--- config.mk ---
export PLATFORM = sky130hd
export DESIGN_NAME = refdiv_top
export DESIGN_NICKNAME = d
export VERILOG_FILES = /design/src/rtl/refdiv_pkg.sv /design/src/rtl/refdiv_prescale.sv /design/src/rtl/refdiv_postscale.sv /design/src/rtl/refdiv_tapsel.sv /design/src/rtl/refdiv_top.sv
export SDC_FILE = /design/constraint.sdc
export NUM_CORES = 1
export LEC_CHECK = 0
export ABC_AREA = 1
export BUFFER_PORTS_ARGS = -buffer_cell sky130_fd_sc_hd__buf_4
export CAP_MARGIN = 10
export CORE_MARGIN = 3
export CORE_UTILIZATION = 30
export CTS_BUF_LIST = sky130_fd_sc_hd__clkbuf_2
export CTS_CLUSTER_SIZE = 20
export DETAILED_ROUTE_END_ITERATION = 10
export GPL_TIMING_DRIVEN = 0
export SETUP_SLACK_MARGIN = 0.15
export SYNTH_ARGS = -nofsm -noshare
export SYNTH_HDL_FRONTEND = slang
export SYNTH_HIERARCHICAL = 1
export SYNTH_SLANG_ARGS = --single-unit
--- constraint.sdc ---
create_clock -name clk -period 4.3 [get_ports clk]
set_clock_uncertainty 0.15 [all_clocks]
set_input_delay 0 -clock clk [delete_from_list [all_inputs] [get_ports clk]]
set_output_delay 0 -clock clk [all_outputs]
set_load 0.03 [all_outputs]
--- src/rtl/refdiv_pkg.sv ---
package refdiv_pkg;
  localparam int RATIO_W   = 12;
  localparam int SEL_W     = 2;
  localparam int NTAP      = 1 << SEL_W;
  localparam int POST_W    = NTAP - 1;
  localparam int MIN_RATIO = 3;

  typedef enum logic [1:0] {
    PWR_RUN0 = 2'b00,
    PWR_RUN1 = 2'b01,
    PWR_RUN2 = 2'b10,
    PWR_STBY = 2'b11
  } pwr_mode_e;

  // Lift any ratio below the minimum up to the minimum
  function automatic logic [RATIO_W-1:0] clamp_ratio(input logic [RATIO_W-1:0] r);
    return (r < RATIO_W'(MIN_RATIO)) ? RATIO_W'(MIN_RATIO) : r;
  endfunction

  // Number of high cycles within one divide-by-M period: ceil(M/2)
  function automatic logic [RATIO_W-1:0] high_len(input logic [RATIO_W-1:0] m);
    logic [RATIO_W:0] wide;
    wide = {1'b0, m} + {{RATIO_W{1'b0}}, 1'b1};
    return wide[RATIO_W:1];
  endfunction
endpackage

--- src/rtl/refdiv_prescale.sv ---
module refdiv_prescale
  import refdiv_pkg::*;
#(
  parameter int W = RATIO_W
) (
  input  logic         clk,
  input  logic         rst_n,
  input  logic         run,
  input  logic [W-1:0] ratio_i,
  output logic         tc_o,
  output logic         level_o
);
  logic [W-1:0] cnt_q;
  logic [W-1:0] m_q;
  logic         load_q;
  logic [W-1:0] m_eff;
  logic [W-1:0] m_last;

  // A fresh start takes the ratio from the pins; otherwise the latched one
  always_comb begin
    m_eff   = load_q ? clamp_ratio(ratio_i) : m_q;
    m_last  = m_eff - W'(1);
    tc_o    = (cnt_q == m_last);
    level_o = (cnt_q < high_len(m_eff));
  end

  always_ff @(posedge clk or negedge rst_n) begin
    if (!rst_n) begin
      cnt_q  <= '0;
      m_q    <= W'(MIN_RATIO);
      load_q <= 1'b1;
    end else if (!run) begin
      cnt_q  <= '0;
      load_q <= 1'b1;
    end else begin
      load_q <= 1'b0;
      if (tc_o) begin
        cnt_q <= '0;
        m_q   <= clamp_ratio(ratio_i);
      end else begin
        cnt_q <= cnt_q + W'(1);
        m_q   <= m_eff;
      end
    end
  end
endmodule

--- src/rtl/refdiv_postscale.sv ---
module refdiv_postscale
  import refdiv_pkg::*;
#(
  parameter int TAPS = NTAP
) (
  input  logic            clk,
  input  logic            rst_n,
  input  logic            run,
  input  logic            adv,
  input  logic            base_i,
  output logic [TAPS-1:0] taps_o
);
  localparam int PW = TAPS - 1;

  logic [PW-1:0] bin_q;

  always_ff @(posedge clk or negedge rst_n) begin
    if (!rst_n) begin
      bin_q <= '0;
    end else if (!run) begin
      bin_q <= '0;
    end else if (adv) begin
      bin_q <= bin_q + PW'(1);
    end
  end

  assign taps_o[0] = base_i;
  for (genvar g = 1; g < TAPS; g++) begin : g_tap
    assign taps_o[g] = bin_q[g-1];
  end
endmodule

--- src/rtl/refdiv_tapsel.sv ---
module refdiv_tapsel
  import refdiv_pkg::*;
#(
  parameter int  SW     = SEL_W,
  parameter bit  INVERT = 1'b0
) (
  input  logic              clk,
  input  logic              rst_n,
  input  logic              run,
  input  logic [SW-1:0]     sel_i,
  input  logic [(1<<SW)-1:0] taps_i,
  output logic              ref_o
);
  logic picked;

  always_comb begin
    picked = taps_i[sel_i];
  end

  always_ff @(posedge clk or negedge rst_n) begin
    if (!rst_n) begin
      ref_o <= 1'b0;
    end else if (!run) begin
      ref_o <= 1'b0;
    end else begin
      ref_o <= INVERT ? ~picked : picked;
    end
  end
endmodule

--- src/rtl/refdiv_top.sv ---
module refdiv_top
  import refdiv_pkg::*;
(
  input  logic               clk,
  input  logic               rst_n,
  input  logic [RATIO_W-1:0] ratio_i,
  input  logic [SEL_W-1:0]   aux_sel_i,
  input  logic [SEL_W-1:0]   main_sel_i,
  input  logic [1:0]         pwr_mode_i,
  output logic               aux_ref_o,
  output logic               main_ref_o
);
  logic            run;
  logic            tc;
  logic            base_lvl;
  logic [NTAP-1:0] taps;

  assign run = (pwr_mode_i != PWR_STBY);

  refdiv_prescale #(.W(RATIO_W)) u_pre (
    .clk     (clk),
    .rst_n   (rst_n),
    .run     (run),
    .ratio_i (ratio_i),
    .tc_o    (tc),
    .level_o (base_lvl)
  );

  refdiv_postscale #(.TAPS(NTAP)) u_post (
    .clk    (clk),
    .rst_n  (rst_n),
    .run    (run),
    .adv    (tc),
    .base_i (base_lvl),
    .taps_o (taps)
  );

  refdiv_tapsel #(.SW(SEL_W), .INVERT(1'b0)) u_aux (
    .clk    (clk),
    .rst_n  (rst_n),
    .run    (run),
    .sel_i  (aux_sel_i),
    .taps_i (taps),
    .ref_o  (aux_ref_o)
  );

  refdiv_tapsel #(.SW(SEL_W), .INVERT(1'b1)) u_main (
    .clk    (clk),
    .rst_n  (rst_n),
    .run    (run),
    .sel_i  (main_sel_i),
    .taps_i (taps),
    .ref_o  (main_ref_o)
  );
endmodule

[Word level (Yosys, flattened, before mapping)]
Cells that the tools add are included.
W data, S select, Z words.
Storage, ports and cells
  bits in registers: 30
  bits in latches: 0
  bits in writable memories: 0
  bits in read-only memories: 0
  input port bits: 20
  output and inout bits: 2
  word-level logic and storage cells: 32
  memories kept: 0
Cells by class
  add/sub/neg operators: 4
  multiply operators: 0
  div/mod/pow operators: 0
  $lt $le $gt $ge: 4
  equality and inequality tests: 3
  shifts and indexed selects: 0
  mux-type cells: 14
  bitwise gates (word level): 1
  reductions and logical operators: 0
Operators with widths (count)
  $mux W12: 5
  $add A12 B1 Y13 const B: 1
  $add A12 B1 Y12 const B: 1
  $eq A12 B12 Y1: 1
  $lt A12 B12 Y1: 1
  $lt A12 B2 Y1 const B: 1
  $sub A12 B1 Y12 const B: 1
  $lt A2 B3 Y1 const B: 2
  $mux W3: 2
  $mux W1: 5
  $bmux W1 S2: 2
  $ne A2 B2 Y1 const B: 2
  $add A3 B1 Y3 const B: 1
  $not A1 Y1: 1

[Depth between registers and ports, before layout]
Gate-level depths: netlist of run 1.
  depth after elaboration: 9
  depth in mapped cells: 27

[Hierarchy]
The synthesis of run 1 kept the hierarchy.
By module, submodules not included
  refdiv_prescale: instances 1, cells each 349, area each 2321.0 sq um
  refdiv_postscale: instances 1, cells each 17, area each 146.4 sq um
  refdiv_tapsel (u_aux): instances 1, cells each 15, area each 81.3 sq um
  refdiv_tapsel (u_main): instances 1, cells each 12, area each 68.8 sq um
  refdiv_top: instances 1, cells each 1, area each 3.8 sq um

[Least setup slack after synthesis of run 1]
Ideal clock, no wire load.
  path type: register -> register
  from: reg u_pre.load_q
  to: reg u_aux.ref_o
  arrival time: 3.253 ns
  path slack: 0.820 ns
  stages on the path, launching flop included: 25
  buffers on the path: 3
  clock period less this slack: 3.480 ns
  path through: dfstp_2 -> buf_4 -> or2_1 -> nand2_1 -> buf_2 -> inv_1 -> ha_1 -> nand2_1 -> nor2_1 -> nand3_1 -> nor3_1 -> xor2_1 -> ha_1 -> nand2_1 -> nor2_1 -> a211oi_1 -> o21ai_0 -> nand3_1 -> a21oi_1 -> a211oi_1 -> buf_4 -> inv_1 -> nand2_1 -> nand3_1 -> a21oi_1
On the way
  longest elaborated chain between the ends: 6
Ends and longest elaborated chain
  from (decl): RTL line refdiv_prescale.sv:15  | logic load_q;
  from (signal assigned): RTL line refdiv_prescale.sv:31  | load_q <= 1'b1;
  from (signal assigned): RTL line refdiv_prescale.sv:34  | load_q <= 1'b1;
  from (signal assigned): RTL line refdiv_prescale.sv:36  | load_q <= 1'b0;
  $mux W12: RTL line refdiv_prescale.sv:21  | m_eff = load_q ? clamp_ratio(ratio_i) : m_q;
  $add A12 B1 Y13: RTL line refdiv_pkg.sv:23  | wide = {1'b0, m} + {{RATIO_W{1'b0}}, 1'b1};
  $lt A12 B12 Y1: RTL line refdiv_prescale.sv:24  | level_o = (cnt_q < high_len(m_eff));
  via base_lvl: RTL line refdiv_top.sv:15  | logic base_lvl;
  $bmux W1 S2: RTL line refdiv_tapsel.sv:17  | picked = taps_i[sel_i];
  $mux W1 (implied by the code): RTL line refdiv_tapsel.sv:17
  $mux W1: RTL line refdiv_tapsel.sv:23  | end else if (!run) begin
  to (signal assigned): RTL line refdiv_tapsel.sv:26  | ref_o <= INVERT ? ~picked : picked;
  to (decl): RTL line refdiv_tapsel.sv:12  | output logic ref_o
The timed path passes the listed nets, and every way through them passes these cells. The select of a mux whose other input is x is not followed.
A chain may end at the register's enable or synchronous reset.

[Worst setup path in the final report of run 1]
Ends and elaborated chain as after synthesis.

==> metrics.txt, run 1 <==
max_cap viols=0; Vias/cell=4.742; Least-Margin Pin Slew=492.6 ps; Post-Syn Area=2621 um2; CTS Root Cell=clkbuf_2; most frequent cells after synthesis=112 x nand2_1, 56 x inv_1, 41 x nand3_1, 38 x nor2_1, 27 x dfrtp_1; final hold viol count=0; ranking of synthesized cells by area=dfrtp_1 26%, nand2_1 16%, inv_1 8.0%; initial antenna violation count=0; Final Cycle Share=just under 90%; startpoint types=flop; vias in the first global route=2564; Slew headroom=between 60% and 70%; HP Class=input port to flop; total CTS buffers=5; pwr dens=276.9 nW/um2; first-pass GRT wire length=about 12 mm; Core ar.=8341 um2; initial drt markers=roughly 150; Die Y=between 90 and 100 um; sequential area share after synthesis=between 20% and 30%; dominant cell type by area after synthesis=dfrtp_1; Worst EP required=4470 ps; CTS tree=yes; Post-Syn Instances=between 300 and 400; clock tree buffer depth=2; Post-synth EDFFs=0; Leakage=1.644 nW; VDD IR-drop max=approximately 0.14 mV; CP Max Fanout=10; total gr overflow=0; status=complete, no violations; async set-reset flop share out of synthesis=100.0%; hold slack=228.7 ps; Slew Viols, Final=0; Die W=99.48 um; Total Wirelength=6.938 mm; Setup CP Type=flop to flop; critical path arrival=just under 4000 ps; n_diodes=0; library cells used by synthesis=32; most numerous cell in the Yosys netlist=nand2_1; DR DRC count=0; post-route ant nets=0; routability cong.=0.8422; share of cells above drive strength 1=a little over an eighth; Syn. warnings=6; total track usage=between 10% and 20%; Seq cells post-synth=30; Final Setup Violations=0; Fin Setup TNS=0 ps; syn avg cell area=6.653 um2; unrepaired setup endpoints after global routing=no; nets@finish=480; Row Count=33; IO Count=22; via count=2613; share of the synthesized area in the top cell type=25.78%; drt first pass iters=4; # clock sinks=30; largest net degree at the start of global routing=28; input/output buffers=21; initial core utilization=31.43%; die footprint=~9900 um2; Worst setup EP type=flop; CTS clk-pin slew, worst paths=180 ps; Post-Syn Nets=around 430; Fmax=264.9 MHz; htree depth=2; HPWL after detailed placement=5.082 mm; wire per inst=12.59 um; Worst-Skew Late Latency=380 ps; Area growth syn-to-layout=22.39%; Min Clock Period, post-route=approximately 3800 ps; Top FF cell, synth=dfrtp_1
stage by stage:
step	setup WS, ps	total power [mW]	utilization, %	area [um2]	instances
after detailed placement	338.3	0.7245	34.89	2910	520
after CTS	275.4	0.8899	38.09	3177	550
after global placement	298.6	0.7151	34.89	2910	520
final	525.2	0.8882	38.46	3208	551
after floorplan	820.1	0.6252	-	2621	394
after global routing	147.1	0.9736	38.46	3208	551
flip-flops by register name, indices dropped and copies added, names as in the netlist:
name,flops
u_pre/load_q,1
u_pre/m_q,12
u_main/ref_o,1
u_post/bin_q,3
u_pre/cnt_q,12
u_aux/ref_o,1
logic make-up (layout without fill, tap and decap cells):
group           count (synthesis)  in the layout  share of synthesized area (%)
compound gates                 30             30                          7.160
xor+xnor                       20             20                          7.208
fa+ha+maj                      15             15                          7.160
buf+inv                        69            121                          10.98
flops                          30             30                          28.78
simple gates                  230            230                          38.71
path summary, 6_finish.rpt:
path,slack (ps),end,cells past startpoint,from
setup / recovery,530,u_aux/ref_o,24,u_pre/load_q
hold / removal,230,u_main/ref_o,4,main_sel_i[1]
setup reg to reg,530,u_aux/ref_o,24,u_pre/load_q
hold reg to reg,330,u_pre/m_q[1],2,u_pre/m_q[1]
max in group asynchronous,3310,u_pre/cnt_q[5],4,rst_n
min in group asynchronous,510,u_pre/m_q[1],3,rst_n
power breakdown:
| group | total [mW] | leakage [nW] | switching [mW] | internal, mW |
|---|---|---|---|---|
| Clock | 0.143 | 0.0255 | 0.109 | 0.0347 |
| Combinational | 0.387 | 1.24 | 0.235 | 0.152 |
| Sequential | 0.357 | 0.382 | 0.0372 | 0.320 |
area by class of cell:
class	instances	area, um2
plain buffers	11	76.32
well taps	105	131.4
flip-flops and latches	30	754.5
clock inverters	3	11.26
clock buffers	5	25.02
inverters	58	217.7
multi-input cells	295	1597
fillers	878	5132
repair buffers	44	395.4
placed cells by master (no fill, tap or decap), types with 15 or more instances in the layout:
cell type      Yosys  routed
nand3_1           41      40
ha_1              15      15
dlygate4sd3_1      0      21
nand4_1           20      20
buf_4              4      25
nor2_1            38      37
dfrtp_1           27      27
xor2_1            18      18
inv_1             56      55
nand2_1          112     112
routing by layer:
layer | wire, um | track usage (%) | share of wire [%]
met1 | 3430 | 20.93 | 49
met2 | 3187 | 23.86 | 46
met3 | 261 | 2.314 | 3.8
met4 | 59 | 3.256 | 0.85
met5 | 0 | 0 | 0
critical path: stages, from the launching register on:
cell      delay [ps]
dfstp_2          620
buf_6            150
or2_1            120
nand2_1           90
clkbuf_4         210
inv_2             90
ha_1             180
nand2_1          100
nor2_4           150
nand3_2          120
nor3_2           140
xor2_1           170
ha_1             270
nand2_1           80
nor2_1            40
a211oi_1         160
o21ai_1          110
nand3_1           80
a21oi_1           60
a211oi_1         180
buf_4            150
inv_1             30
nand2_1           40
nand3_1           60
a21oi_1          150
repair_timing:
item | CTS | global route
hold endpoints to repair | 44 | 0
gates resized for setup | 0 | 8
hold buffers | 22 | 0
setup buffers | 0 | 1
setup endpoints to repair | 0 | 2
Power figures use the tool's default switching activity.
==> run 2, diff against run 1 <==
BUFFER_PORTS_ARGS = unset   (was -buffer_cell sky130_fd_sc_hd__buf_4)
DONT_BUFFER_PORTS = 1   (was unset)
SYNTH_HIERARCHICAL = unset   (was 1)
==> metrics.txt, run 2 <==
status=complete, no violations; CP Max Fanout=10; most frequent cells after synthesis=107 x nand2_1, 64 x nand3_1, 47 x nor2_1, 37 x inv_1, 27 x dfrtp_1; Final Instance Count excl. Fillers=536; Fillers=930; Slew Viols, Final=0; first-pass GRT wire length=12.23 mm; CTS Root Cell=clkbuf_2; Post-CTS Setup Inserts=0; total CTS buffers=5; Syn. warnings=0; Leakage=1.487 nW; library cells used by synthesis=31; Post-synth EDFFs=0; Post-Syn Area=2605 um2; Worst setup EP type=flop; total instance count after detailed placement=498; FF/Latch Area=between 700 and 800 um2; clock tree buffer depth=2; Final Cycle Share=between 80% and 90%; Core ar.=about 8300 um2; Fin Setup TNS=0 ps; final hold viol count=0; Fmax=263.6 MHz; routability cong.=0.8447; CTS tree=yes; post-route ant nets=0; largest net degree at the start of global routing=28; Die W=~99 um; max_cap viols=0; total gr overflow=0; share of cells above drive strength 1=around a tenth; HPWL after detailed placement=5.430 mm; simple-gate share of the synthesized area=40.92%; Slew headroom=63.97%; initial antenna violation count=0; Post-Syn Instances=393; most frequent cells in the layout=106 x nand2_1, 64 x nand3_1, 47 x nor2_1, 37 x inv_1, 28 x dlygate4sd3_1; HP Class=input port to flop; die footprint=9838 um2; IO Count=22; sequential area share after synthesis=just under 30%; drt first pass iters=4; share of the synthesized area in the top cell type=25.94%; main combinational cell family by area after synthesis=simple AND/OR/NAND/NOR gates; top flop regs=u_pre.cnt_q: 12 flops, u_pre.m_q: 12 flops, u_post.bin_q: 3 flops; Least-Margin Pin Slew=534.7 ps; wire per inst=13.44 um; # clock sinks=30; Die Y=99.19 um; Setup CP Type=flop to flop; Synth Area in Compound Gates=7.445%; Seq cells post-synth=30; XOR/XNOR Fraction of Synth Area=under 10%; critical path arrival=between 3000 and 4000 ps; pwr dens=293.3 nW/um2; most numerous cell in the Yosys netlist=nand2_1; VDD IR-drop max=0.1482 mV; n_diodes=0; startpoint types=flop; Final Setup Violations=0; dominant cell type by area after synthesis=dfrtp_1; htree depth=2; Vias/cell=just under 5; Top FF cell, synth=dfrtp_1; Row Count=33; ranking of synthesized cells by area=dfrtp_1 26%, nand2_1 15%, nand3_1 12%; vias in the first global route=between 2k and 3k; Placement Cell Area=2736 um2; Post-Syn Nets=428; Area growth syn-to-layout=19.79%; Worst EP required=between 4000 and 5000 ps; commonest non-fill, non-tap cell in the layout=nand2_1; async set-reset flop share out of synthesis=100.0%; Min Clock Period, post-route=3794 ps; Multi-input gate area=1654 um2; syn avg cell area=~6.6 um2; CTS clk-pin slew, worst paths=around 170 ps; nets@finish=around 470; Total Wirelength=7.204 mm; initial drt markers=between 150 and 200; Design Area, Final=roughly 3100 um2; post-synthesis mux area share=0%; via count=~2.6k; input/output buffers=0; total track usage=15.32%; DR DRC count=0; unrepaired setup endpoints after global routing=no; Synth Area in Adders=7.205%; Worst-Skew Late Latency=370 ps; initial core utilization=31.23%
-- run 2: final timing paths --
kind	start	to	slack, ps	cells past startpoint
setup / recovery	u_pre.load_q	u_pre.m_q[2]	510	19
hold / removal	ratio_i[4]	u_pre.m_q[4]	220	3
setup reg to reg	u_pre.load_q	u_pre.m_q[2]	510	19
hold reg to reg	u_pre.m_q[8]	u_pre.m_q[8]	370	2
max in group asynchronous	rst_n	u_pre.m_q[11]	3270	4
min in group asynchronous	rst_n	u_pre.cnt_q[11]	550	4
-- run 2: metrics by stage --
| step | utilization (%) | hold slack (ps) | power [mW] | setup WS [ps] |
|---|---|---|---|---|
| after CTS | 37.14 | 162.6 | 0.9128 | 319.0 |
| after global routing | 37.41 | 210.3 | 0.9939 | 169.2 |
| after detailed placement | 32.81 | -442.6 | 0.7188 | 435.8 |
| after global placement | 32.81 | -443.7 | 0.7114 | 422.9 |
| after floorplan | - | -445.6 | 0.6381 | 1081 |
| final | 37.41 | 223.0 | 0.9151 | 505.9 |
-- run 2: critical path, stage by stage (launching register included) --
cell	delay [ps]
dfstp_2	650
buf_4	200
nand3_1	80
nand2_1	210
ha_4	220
nand3_1	150
o21ai_1	180
nand2_1	60
nand2_1	50
nand3_1	70
nor2_1	150
nand3_1	110
nor2_2	120
nand2_1	60
nor2_1	80
nand3_1	160
buf_2	250
nand3_1	90
nand3_1	80
dlygate4sd3_1	560
-- run 2: kinds of logic (layout without fill, tap and decap cells) --
| group | Yosys count | count (layout) |
|---|---|---|
| AOI/OAI and AO/OA | 31 | 31 |
| xor gates and xnor gates | 21 | 21 |
| adders and majority gates | 15 | 15 |
| buffers and inverters | 53 | 91 |
| DFF | 30 | 30 |
| and+or+nand+nor | 243 | 243 |
-- run 2: what timing repair did --
item                       in CTS  in global routing
gates resized for setup         0                  4
setup endpoints to repair       0                  5
hold endpoints to repair       49                  0
hold buffers                   30                  0
-- run 2: per-layer routing --
metal | part of all wire, % | up-vias | global-route usage [%]
met2 | 47 | 44 | 25.83
met1 | 47 | 1234 | 19.39
met3 | 4.4 | 10 | 3.015
met5 | 0 | - | 0
li1 | - | 1351 | -
met4 | 2.0 | 0 | 5.672
-- run 2: layout make-up --
cell class,count,share of cell area (%)
clock inverters,3,0.5213
flip-flops and latches,30,24.18
repair buffers,30,10.26
plain buffers,8,1.604
multi-input cells,310,53.01
inverters,45,5.413
clock buffers,5,0.8019
well taps,105,4.210
-- run 2: power breakdown --
part / internal, mW / switching (mW)
sequential: 0.322 / 0.0410
clock: 0.0371 / 0.108
combinational: 0.158 / 0.248
total: 0.518 / 0.397
==> run 3, diff against run 2 <==
ABC_AREA = unset   (was 1)
==> metrics.txt, run 3 <==
status=complete, no violations; Worst setup EP type=flop; pwr dens=293.6 nW/um2; most numerous cell in the Yosys netlist=dfrtp_1; Synth Area in Compound Gates=15.79%; Worst EP required=between 4000 and 5000 ps; initial antenna violation count=0; critical path arrival=4180 ps; Die W=96.35 um; Placement Cell Area=2576 um2; Fin Setup TNS=0 ps; Final Instance Count excl. Fillers=403; via count=2132; CP peak stage delay=610 ps; post-route ant nets=0; Worst-Skew Late Latency=about 370 ps; XOR/XNOR Fraction of Synth Area=10.37%; total instance count after detailed placement=~360; Final WS setup=241.7 ps; routability cong.=0.8934; Min Clock Period, post-route=4058 ps; HP Class=input port to asynchronous set/reset pin; drt first pass iters=5; max_cap viols=0; total track usage=14.69%; Post-Syn Nets=roughly 290; CTS tree=yes; share of the synthesized area in the top cell type=27.59%; Least-Margin Pin Slew=694.1 ps; crit path cell chain=buf_8 > buf_12 > mux2i_4 > nand2_2 > inv_1 > ha_4 > or4b_4 > and2_4 > or4_4 > a31oi_4 > o211ai_4 > o31ai_4 > buf_6 > mux2_1; Critical R2R Capture=u_pre.m_q[5]; Slowest-stage cell, CP=dfstp_2; DP Worst Slack=-332.6 ps; Leakage=1.276 nW; top flop regs=u_pre.cnt_q: 12 flops, u_pre.m_q: 12 flops, u_post.bin_q: 3 flops; Seq cells post-synth=30; post-synthesis mux area share=12.16%; Critical R2R Launch=u_pre.load_q; syn avg cell area=9.454 um2; clock tree buffer depth=2; Post-Syn Area=2449 um2; Core Util, Final=39.05%; CP Max Fanout=5; die footprint=9282 um2; Post-Syn Instances=259; sequential area share after synthesis=a little under a third; total CTS buffers=5; worst reg2reg setup slack=about 240 ps; Top FF cell, synth=dfrtp_1; Final Cycle Share=94.38%; Total Wirelength=6.383 mm; library cells used by synthesis=55; Final Setup Violations=0; commonest non-fill, non-tap cell in the layout=dfrtp_1; Core ar.=7807 um2; initial drt markers=99; Design Area, Final=3049 um2; share of cells above drive strength 1=between 15 and 20%; Synth Area in Adders=7.665%; final hold viol count=0; Fmax=approximately 250 MHz; Syn. warnings=0; IO Count=22; CTS Root Cell=clkbuf_2; nets@finish=335; vias in the first global route=2141; unrepaired setup endpoints after global routing=yes; Row Count=32; most frequent cells in the layout=27 x dfrtp_1, 22 x nor2_1, 21 x dlygate4sd3_1, 20 x nand2_1, 16 x xor2_1; reg2reg path depth=14; largest net degree at the start of global routing=28; Vias/cell=5.290; initial core utilization=a little under a third; input/output buffers=0; startpoint types=flop; simple-gate share of the synthesized area=20.54%; # clock sinks=30; VDD IR-drop max=~0.13 mV; first-pass GRT wire length=approximately 11 mm; HPWL after detailed placement=~4.5 mm; wire per inst=15.84 um; DR DRC count=0; Slew Viols, Final=0; n_diodes=0; htree depth=2; most frequent cells after synthesis=27 x dfrtp_1, 22 x nand2_1, 22 x nor2_1, 16 x xor2_1, 15 x ha_1; Post-synth EDFFs=0; ranking of synthesized cells by area=dfrtp_1 28%, ha_1 7.7%, mux2i_1 5.7%; Die Y=96.35 um; async set-reset flop share out of synthesis=100.0%; Fillers=804; CTS clk-pin slew, worst paths=170 ps; Setup CP Type=flop to flop; dominant cell type by area after synthesis=dfrtp_1; Area growth syn-to-layout=24.53%; total gr overflow=0; main combinational cell family by area after synthesis=simple AND/OR/NAND/NOR gates; Slew headroom=52.40%
-- run 3: cell count changes in the layout (fill, tap and decap cells not counted), sizes merged, moves of 5 or more --
cell and delta:
inv -38, dlygate4sd3 -7, nor2 -29, nand2b +5
nand3 -58, mux2i +14, nand2 -89, o21ai -8
xnor2 +10, mux2 +14, or3 +7, buf +10
-- run 3: through the flow --
stage	hold slack, ps	power [mW]
3_3_place_gp	-443.4	0.6810
2_1_floorplan	-445.6	0.6210
4_1_cts	31.62	0.8916
5_1_grt	31.48	0.9629
3_5_place_dp	-443.3	0.6907
6_report	43.89	0.8951
-- run 3: per-layer routing --
metal | part of all wire (%) | global-route usage [%] | routed length [um] | vias to the layer above
li1 | - | - | - | 1048
met1 | 48 | 20.56 | 3085 | 1018
met2 | 45 | 22.48 | 2890 | 54
met3 | 4.9 | 3.362 | 313 | 12
met4 | 1.5 | 4.322 | 94 | 0
met5 | 0 | 0 | 0 | -
-- run 3: area by class of cell --
cell class                 instances  area (um2)  area share, %
tap                              102       127.6          4.185
inverter                           7       26.28         0.8617
clock inverter                     3       16.27         0.5334
buffer                             6       62.56          2.052
multi-input combinational        216        1697          55.64
sequential                        30       754.5          24.74
clock buffer                       5       25.02         0.8207
timing repair buffer              34       340.3          11.16
-- run 3: logic make-up after synthesis --
family / after synthesis
AOI/OAI and AO/OA: 50
xor gates and xnor gates: 29
adders and majority gates: 15
buffers and inverters: 13
DFF: 30
muxes: 28
and+or+nand+nor: 94
-- run 3: where the power goes --
| part | internal (mW) | switching [mW] |
|---|---|---|
| registers | 0.322 | 0.0466 |
| logic | 0.181 | 0.200 |
| clock network | 0.0371 | 0.108 |
| total | 0.540 | 0.355 |
-- run 3: critical path, delay by kind of cell, from the launching register on --
family          cells  cell delay (ps)
mux                 2              570
flops               1              610
simple gates        4             1300
compound gates      3              670
buf+inv             4              520
fa+ha+maj           1              160
-- run 3: how the worst max path moves through the flow --
stage          slack [ps]             to  depth (start not counted)          from
2_1_floorplan         280  u_pre.m_q[11]                         14  u_pre.load_q
3_3_place_gp         -280  u_pre.m_q[11]                         14  u_pre.load_q
3_5_place_dp         -330  u_pre.m_q[11]                         14  u_pre.load_q
4_1_cts               160   u_pre.m_q[8]                         14  u_pre.load_q
5_1_grt               110   u_main.ref_o                         17  u_pre.load_q
6_report              240   u_pre.m_q[5]                         14  u_pre.load_q
-- run 3: what timing repair did --
item / 4_1_cts / 5_1_grt
resized for setup: 16 / 9
endpoints found under the hold margin: 50 / 0
pin swaps: 2 / 3
setup endpoints to repair: 28 / 24
buffers inserted: 9 / 1
hold buffers: 23 / 0
gates cloned: 1 / 0
